<file path="config.mk">
export PLATFORM = sky130hd
export DESIGN_NAME = rtc_sec_alarm
export DESIGN_NICKNAME = d
export VERILOG_FILES = /design/src/rtl/rtc_pkg.sv /design/src/rtl/rtc_wr_gate.sv /design/src/rtl/rtc_sec_counter.sv /design/src/rtl/rtc_ctrl.sv /design/src/rtl/rtc_sec_alarm.sv
export SDC_FILE = /design/constraint.sdc
export NUM_CORES = 1
export LEC_CHECK = 0
export ABC_AREA = 1
export BUFFER_PORTS_ARGS = -buffer_cell sky130_fd_sc_hd__clkbuf_2
export CAP_MARGIN = 20
export CORE_MARGIN = 4
export CORE_UTILIZATION = 53
export CTS_CLUSTER_SIZE = 8
export DETAILED_ROUTE_END_ITERATION = 7
export GPL_ROUTABILITY_DRIVEN = 1
export PLACE_DENSITY_LB_ADDON = 0.08
export SLEW_MARGIN = 20
export SYNTH_ARGS = -nofsm -noshare
export SYNTH_HDL_FRONTEND = slang
export SYNTH_SLANG_ARGS = --single-unit
</file>
<file path="constraint.sdc">
create_clock -name clk_i -period 1.9 [get_ports clk_i]
set_input_delay 0.285 -clock clk_i [delete_from_list [all_inputs] [get_ports clk_i]]
set_output_delay 0.285 -clock clk_i [all_outputs]
set_load 0.02 [all_outputs]
</file>
<file path="src/rtl/rtc_pkg.sv">
package rtc_pkg;
  localparam logic [5:0] OFF_CTRL    = 6'h00;
  localparam logic [5:0] OFF_SEC     = 6'h04;
  localparam logic [5:0] OFF_ALARM   = 6'h08;
  localparam logic [5:0] OFF_TRIM    = 6'h0C;
  localparam logic [5:0] OFF_HIB     = 6'h20;
  localparam logic [5:0] OFF_MARK    = 6'h34;

  localparam int NSTORE = 3;
  // index 0 is the alarm compare value
  localparam logic [NSTORE-1:0][5:0] STORE_OFF = {OFF_MARK, OFF_TRIM, OFF_ALARM};

  localparam int B_RUN   = 0;
  localparam int B_AEN   = 2;
  localparam int B_AIE   = 3;
  localparam int B_AFLAG = 4;
  localparam int B_SIE   = 5;
  localparam int B_SFLAG = 6;
  localparam int B_READY = 7;

  typedef struct packed {
    logic sflag;
    logic sie;
    logic aflag;
    logic aie;
    logic aen;
    logic run;
  } ctrl_t;
endpackage

</file>
<file path="src/rtl/rtc_wr_gate.sv">
module rtc_wr_gate #(
  parameter int BUSY_CYCLES = 4
) (
  input  logic clk_i,
  input  logic rst_ni,
  input  logic wr_req_i,
  output logic ready_o,
  output logic fire_o
);
  localparam int CW = $clog2(BUSY_CYCLES + 1);
  logic [CW-1:0] cnt_q;

  assign ready_o = (cnt_q == '0);
  assign fire_o  = wr_req_i & ready_o;

  always_ff @(posedge clk_i or negedge rst_ni) begin
    if (!rst_ni)            cnt_q <= '0;
    else if (fire_o)        cnt_q <= CW'(BUSY_CYCLES);
    else if (cnt_q != '0)   cnt_q <= cnt_q - 1'b1;
  end
endmodule

</file>
<file path="src/rtl/rtc_sec_counter.sv">
module rtc_sec_counter #(
  parameter int DW = 32
) (
  input  logic          clk_i,
  input  logic          rst_ni,
  input  logic          load_i,
  input  logic [DW-1:0] load_val_i,
  input  logic          tick_i,
  input  logic          run_i,
  output logic [DW-1:0] cnt_o
);
  always_ff @(posedge clk_i or negedge rst_ni) begin
    if (!rst_ni)              cnt_o <= '0;
    else if (load_i)          cnt_o <= load_val_i;
    else if (run_i && tick_i) cnt_o <= cnt_o + 1'b1;
  end
endmodule

</file>
<file path="src/rtl/rtc_ctrl.sv">
module rtc_ctrl
  import rtc_pkg::*;
(
  input  logic       clk_i,
  input  logic       rst_ni,
  input  logic       wr_i,
  input  logic [7:0] wdata_i,
  input  logic       sec_evt_i,
  input  logic       alarm_hit_i,
  output ctrl_t      ctrl_o,
  output logic       irq_o
);
  always_ff @(posedge clk_i or negedge rst_ni) begin
    if (!rst_ni) begin
      ctrl_o <= '0;
    end else if (wr_i) begin
      ctrl_o.run   <= wdata_i[B_RUN];
      ctrl_o.aen   <= wdata_i[B_AEN];
      ctrl_o.aie   <= wdata_i[B_AIE];
      ctrl_o.sie   <= wdata_i[B_SIE];
      // write 0 clears, write 1 keeps; a new event wins
      ctrl_o.sflag <= (ctrl_o.sflag & wdata_i[B_SFLAG]) | sec_evt_i;
      ctrl_o.aflag <= (ctrl_o.aflag & wdata_i[B_AFLAG]) | alarm_hit_i;
    end else begin
      ctrl_o.sflag <= ctrl_o.sflag | sec_evt_i;
      ctrl_o.aflag <= ctrl_o.aflag | alarm_hit_i;
    end
  end

  assign irq_o = (ctrl_o.sflag & ctrl_o.sie) | (ctrl_o.aflag & ctrl_o.aie);
endmodule

</file>
<file path="src/rtl/rtc_sec_alarm.sv">
module rtc_sec_alarm
  import rtc_pkg::*;
#(
  parameter int DW          = 32,
  parameter int AW          = 6,
  parameter int BUSY_CYCLES = 4
) (
  input  logic          clk_i,
  input  logic          rst_ni,
  input  logic          tick_i,
  input  logic          wr_en_i,
  input  logic [AW-1:0] addr_i,
  input  logic [DW-1:0] wdata_i,
  output logic [DW-1:0] rdata_o,
  output logic          irq_o,
  output logic          poweroff_o
);
  logic          ready, wr_fire, wr_sec, wr_ctrl;
  logic [DW-1:0] sec_q;
  logic [DW-1:0] store_q [NSTORE];
  logic [DW-1:0] alarm_q;
  logic          alarm_hit, hib_q;
  ctrl_t         ctrl_q;

  rtc_wr_gate #(.BUSY_CYCLES(BUSY_CYCLES)) u_gate (
    .clk_i   (clk_i),
    .rst_ni  (rst_ni),
    .wr_req_i(wr_en_i),
    .ready_o (ready),
    .fire_o  (wr_fire)
  );

  assign wr_sec  = wr_fire && (addr_i == AW'(OFF_SEC));
  assign wr_ctrl = wr_fire && (addr_i == AW'(OFF_CTRL));

  rtc_sec_counter #(.DW(DW)) u_cnt (
    .clk_i     (clk_i),
    .rst_ni    (rst_ni),
    .load_i    (wr_sec),
    .load_val_i(wdata_i),
    .tick_i    (tick_i),
    .run_i     (ctrl_q.run),
    .cnt_o     (sec_q)
  );

  for (genvar i = 0; i < NSTORE; i++) begin : g_store
    always_ff @(posedge clk_i or negedge rst_ni) begin
      if (!rst_ni)                                      store_q[i] <= '0;
      else if (wr_fire && addr_i == AW'(STORE_OFF[i]))  store_q[i] <= wdata_i;
    end
  end

  assign alarm_q   = store_q[0];
  assign alarm_hit = ctrl_q.aen && (sec_q == alarm_q);

  rtc_ctrl u_ctrl (
    .clk_i      (clk_i),
    .rst_ni     (rst_ni),
    .wr_i       (wr_ctrl),
    .wdata_i    (wdata_i[7:0]),
    .sec_evt_i  (tick_i && ctrl_q.run),
    .alarm_hit_i(alarm_hit),
    .ctrl_o     (ctrl_q),
    .irq_o      (irq_o)
  );

  always_ff @(posedge clk_i or negedge rst_ni) begin
    if (!rst_ni)                                              hib_q <= 1'b0;
    else if (wr_fire && addr_i == AW'(OFF_HIB) && wdata_i[0]) hib_q <= 1'b1;
  end
  assign poweroff_o = hib_q;

  always_comb begin
    rdata_o = '0;
    if (addr_i == AW'(OFF_CTRL)) begin
      rdata_o[B_READY] = ready;
      rdata_o[B_SFLAG] = ctrl_q.sflag;
      rdata_o[B_SIE]   = ctrl_q.sie;
      rdata_o[B_AFLAG] = ctrl_q.aflag;
      rdata_o[B_AIE]   = ctrl_q.aie;
      rdata_o[B_AEN]   = ctrl_q.aen;
      rdata_o[B_RUN]   = ctrl_q.run;
    end else if (addr_i == AW'(OFF_SEC)) begin
      rdata_o = sec_q;
    end else if (addr_i == AW'(OFF_HIB)) begin
      rdata_o[0] = hib_q;
    end else begin
      for (int i = 0; i < NSTORE; i++)
        if (addr_i == AW'(STORE_OFF[i])) rdata_o = store_q[i];
    end
  end
endmodule

</file>
==> run summary <==
## Status
• complete, no violations — outcome

## Setup path
• u_cnt.cnt_o[14] — Critical R2R Capture
• rdata_o[7] — CP Capture Point
• reg2out — kind of critical path
• u_gate.cnt_q[0] — Worst setup startpoint
• output pin — crit end category
• inv_2 > ha_2 > nand2_2 > inv_2 > nand2_2 > o2111ai_1 > buf_4 — crit path cell chain
• flop — category of the worst setup path launch point
• 0.1 ns — setup slack, reg-to-reg
• 0.40 ns — peak per-stage delay on the critical path
• 4 — maximum fanout count along the critical path
• 7 — logic depth of the worst register-to-register path
• 1.52 ns — data arrival at the endpoint of the critical path
• u_cnt.cnt_o[6] — worst reg2reg startpoint
• sky130_fd_sc_hd__dfrtp_1 — Crit-path slowest cell
• 1.62 ns — required arrival time at the worst endpoint

## Routing
• 0 — number of DRC violations after detailed routing
• 0 — DRT antenna net count
• 17.09 µm — routed len/inst
• 770 — Starting DRT DRC Count
• 7299 — vias after detailed routing
• 5.451 — Via density
• 5 — number of iterations in the first detailed-routing pass
• 22.89 mm — wire length after detailed routing

## Clock network
• 17 — number of buffers created by CTS
• sky130_fd_sc_hd__clkbuf_16 — Root Buffer
• 138 — number of sinks handled by clock tree synthesis
• 0 — Setup Buffers After CTS
• 0.42 ns — clock insertion delay at the later pin of the skew report
• 2 — clock buffer depth
• 0.06 ns — post-CTS clock slew at the launch and capture registers of the worst setup and hold paths
• 4 — Max H-tree Level
• done — clock tree from TritonCTS

## Yosys
• 0 — number of enable-type register cells in the synthesized netlist
• sky130_fd_sc_hd__dfrtp_1 — primary flip-flop cell chosen by synthesis mapping
• 1100 — post-synthesis net count
• 39 — count of cell types in the netlist
• 0.007697 mm² — Post-Syn Area
• 7.296 µm² — Avg Cell Area, Syn
• 0.4486 — sequential area share after synthesis
• 1.000 — proportion of register bits with asynchronous set or reset after synthesis
• 1055 — Post-Syn Instances
• 0 — Synth warnings
• 138 — #FFs+latches synth

## Timing
• 0.9484 — portion of the clock cycle consumed by the worst path in the final layout
• 1.802 ns — min Tclk post-route
• 0 — total of endpoints with negative setup slack in the final report
• 0 — Max Slew Vio Count
• 555.0 MHz — Max Clock Freq
• 0 ns — setup_tns
• 0.4564 ns — measured slew at the worst slew-check pin
• no — RSZ-0062 raised after global routing
• 0.6950 — headroom to the max-slew limit
• 0.1084 ns — final-layout worst hold slack
• 0.007337 ns — Clock Skew
• 0 — final number of hold-violating endpoints

## Min path
• wdata_i[24] — critical hold path startpoint
• in2reg — Hold/Removal Path Class

## GRT
• 0 — gr ovfl total
• 0.2914 — overall fraction of global-route tracks in use
• 37.78 mm — first-pass GRT wire length
• 44 — maximum number of pins on one net before global-route repair
• 7207 — number of global-route vias before repair
• 0 — antenna violations before repair

## Floorplanning
• 128.5 µm — width of the chip
• 0.01651 mm² — Die Outline Area
• 0.01404 mm² — Placeable Area
• 128.5 µm — Die Span Y
• 0.5482 — initial cell density of the core
• 76 — IO Count
• 43 — floorplan row count

## Finish
• 0.1622 — fraction of final layout cells sized beyond drive strength 1
• 1191 — Net count, final
• 19.15% — Area growth, synth to finish
• 0 — Antenna diodes

## Placement
• 16.79 mm — post-detail-place hpwl
• 75 — IO buf count
• 0.9576 — final weighted congestion of routability-driven global placement

## Power and ir drop
• 986.9 mW/mm² — power density over cell area
• 4.305 nW — static leakage
• 0.9082 mV — Max rail drop VDD

## Flow run
• 0 — maxcap violations

==> stage by stage <==
| step | power, mW | instances | cell area [µm²] | setup slack [ns] | utilization |
|---|---|---|---|---|---|
| 2_1_floorplan | 4.921 | 1055 | 7697 | 0.2578 | - |
| 3_3_place_gp | 5.550 | 1305 | 8528 | 0.06490 | 0.6073 |
| 3_5_place_dp | 5.585 | 1305 | 8528 | 0.007148 | 0.6073 |
| 4_1_cts | 9.055 | 1339 | 9154 | 0.01377 | 0.6519 |
| 5_1_grt | 9.540 | 1339 | 9171 | 0.003785 | 0.6531 |
| 6_report | 9.051 | 1339 | 9171 | 0.09812 | 0.6531 |
==> how the worst min path moves through the flow <==
| stage | to | slack, ns | cells after the start |
|---|---|---|---|
| 3_3_place_gp | store_q[37] | 0.24 | 1 |
| 5_1_grt | u_cnt.cnt_o[18] | 0.11 | 3 |
| 6_report | u_cnt.cnt_o[24] | 0.11 | 3 |
| 4_1_cts | u_cnt.cnt_o[16] | 0.10 | 3 |
| 3_5_place_dp | store_q[37] | 0.23 | 1 |
| 2_1_floorplan | alarm_q[0] | -0.01 | 0 |
==> area by class of cell <==
| class | count | area (µm²) |
|---|---|---|
| Clock inverter | 13 | 166.4 |
| Inverter | 121 | 454.2 |
| Multi-Input combinational cell | 756 | 3590 |
| Timing Repair Buffer | 112 | 839.6 |
| Tap cell | 180 | 225.2 |
| Sequential cell | 138 | 3453 |
| Fill cell | 1294 | 4871 |
| Clock buffer | 19 | 442.9 |
==> worst max-delay path: cells and delay by family, from the launching register on <==
kind	cells	cell delay (ns)
AO/OA/AOI/OAI	1	0.10
adder cells (fa/ha/maj)	1	0.16
flip-flops	1	0.40
buffers and inverters	3	0.32
AND/OR/NAND/NOR	2	0.12
==> synth_stat cells, types with 10 or more instances <==
cell type | n | share of area
sky130_fd_sc_hd__dfrtp_1 | 138 | 0.45
sky130_fd_sc_hd__nand2_1 | 397 | 0.19
sky130_fd_sc_hd__o21ai_1 | 76 | 0.049
sky130_fd_sc_hd__o211ai_1 | 23 | 0.022
sky130_fd_sc_hd__a22oi_1 | 20 | 0.020
sky130_fd_sc_hd__buf_2 | 25 | 0.016
sky130_fd_sc_hd__inv_1 | 112 | 0.055
sky130_fd_sc_hd__nor2_1 | 66 | 0.032
sky130_fd_sc_hd__o21ai_0 | 39 | 0.025
sky130_fd_sc_hd__xor2_1 | 10 | 0.011
sky130_fd_sc_hd__nand3_1 | 46 | 0.030
==> placed cells by master (no fill, tap or decap), types with 11 or more instances in the layout <==
cell / count
sky130_fd_sc_hd__nor2_1: 65
sky130_fd_sc_hd__clkbuf_2: 73
sky130_fd_sc_hd__nand2_1: 395
sky130_fd_sc_hd__nand3_1: 46
sky130_fd_sc_hd__dfrtp_1: 138
sky130_fd_sc_hd__buf_12: 14
sky130_fd_sc_hd__inv_2: 11
sky130_fd_sc_hd__clkbuf_16: 17
sky130_fd_sc_hd__o21ai_1: 76
sky130_fd_sc_hd__inv_1: 110
sky130_fd_sc_hd__o211ai_1: 23
sky130_fd_sc_hd__buf_4: 23
sky130_fd_sc_hd__a22oi_1: 20
sky130_fd_sc_hd__o21ai_0: 39
==> flip-flops by register name (all words and copies together) (netlist names) <==
signal         cells
u_gate.cnt_q       3
u_ctrl.ctrl_o      6
alarm_q           32
poweroff_o         1
u_cnt.cnt_o       32
store_q           64
==> metal layers <==
metal | part of all wire | vias to the layer above | GRT usage
met2 | 0.47 | 244 | 0.4738
met1 | 0.46 | 3459 | 0.4086
li1 | - | 3571 | -
met3 | 0.061 | 25 | 0.04981
met4 | 0.014 | 0 | 0.07412
met5 | 0 | - | 0
==> report_power, final <==
| part | leakage (nW) | switching, mW | internal, mW |
|---|---|---|---|
| registers | 1.87 | 0.434 | 3.37 |
| logic | 2.15 | 1.11 | 0.675 |
| clock network | 0.291 | 1.34 | 2.11 |
| total | 4.30 | 2.89 | 6.16 |
==> kinds of logic after synthesis <==
family,after synthesis,share of synthesized area
AOI/OAI and AO/OA,182,0.1395
adders and majority gates,3,0.004877
and+or+nand+nor,551,0.2976
buffers and inverters,162,0.08778
DFF,138,0.4486
xor gates and xnor gates,19,0.02162
==> repair_timing <==
| item | in CTS | in global routing |
|---|---|---|
| resized for setup | 0 | 9 |
| endpoints found under the setup margin | 1 | 15 |
| hold buffers | 1 | 0 |
| endpoints found under the hold margin | 38 | 0 |
| cloned | 1 | 0 |
| pin swaps | 1 | 1 |
Note: power is estimated with default switching activity, not from simulation.
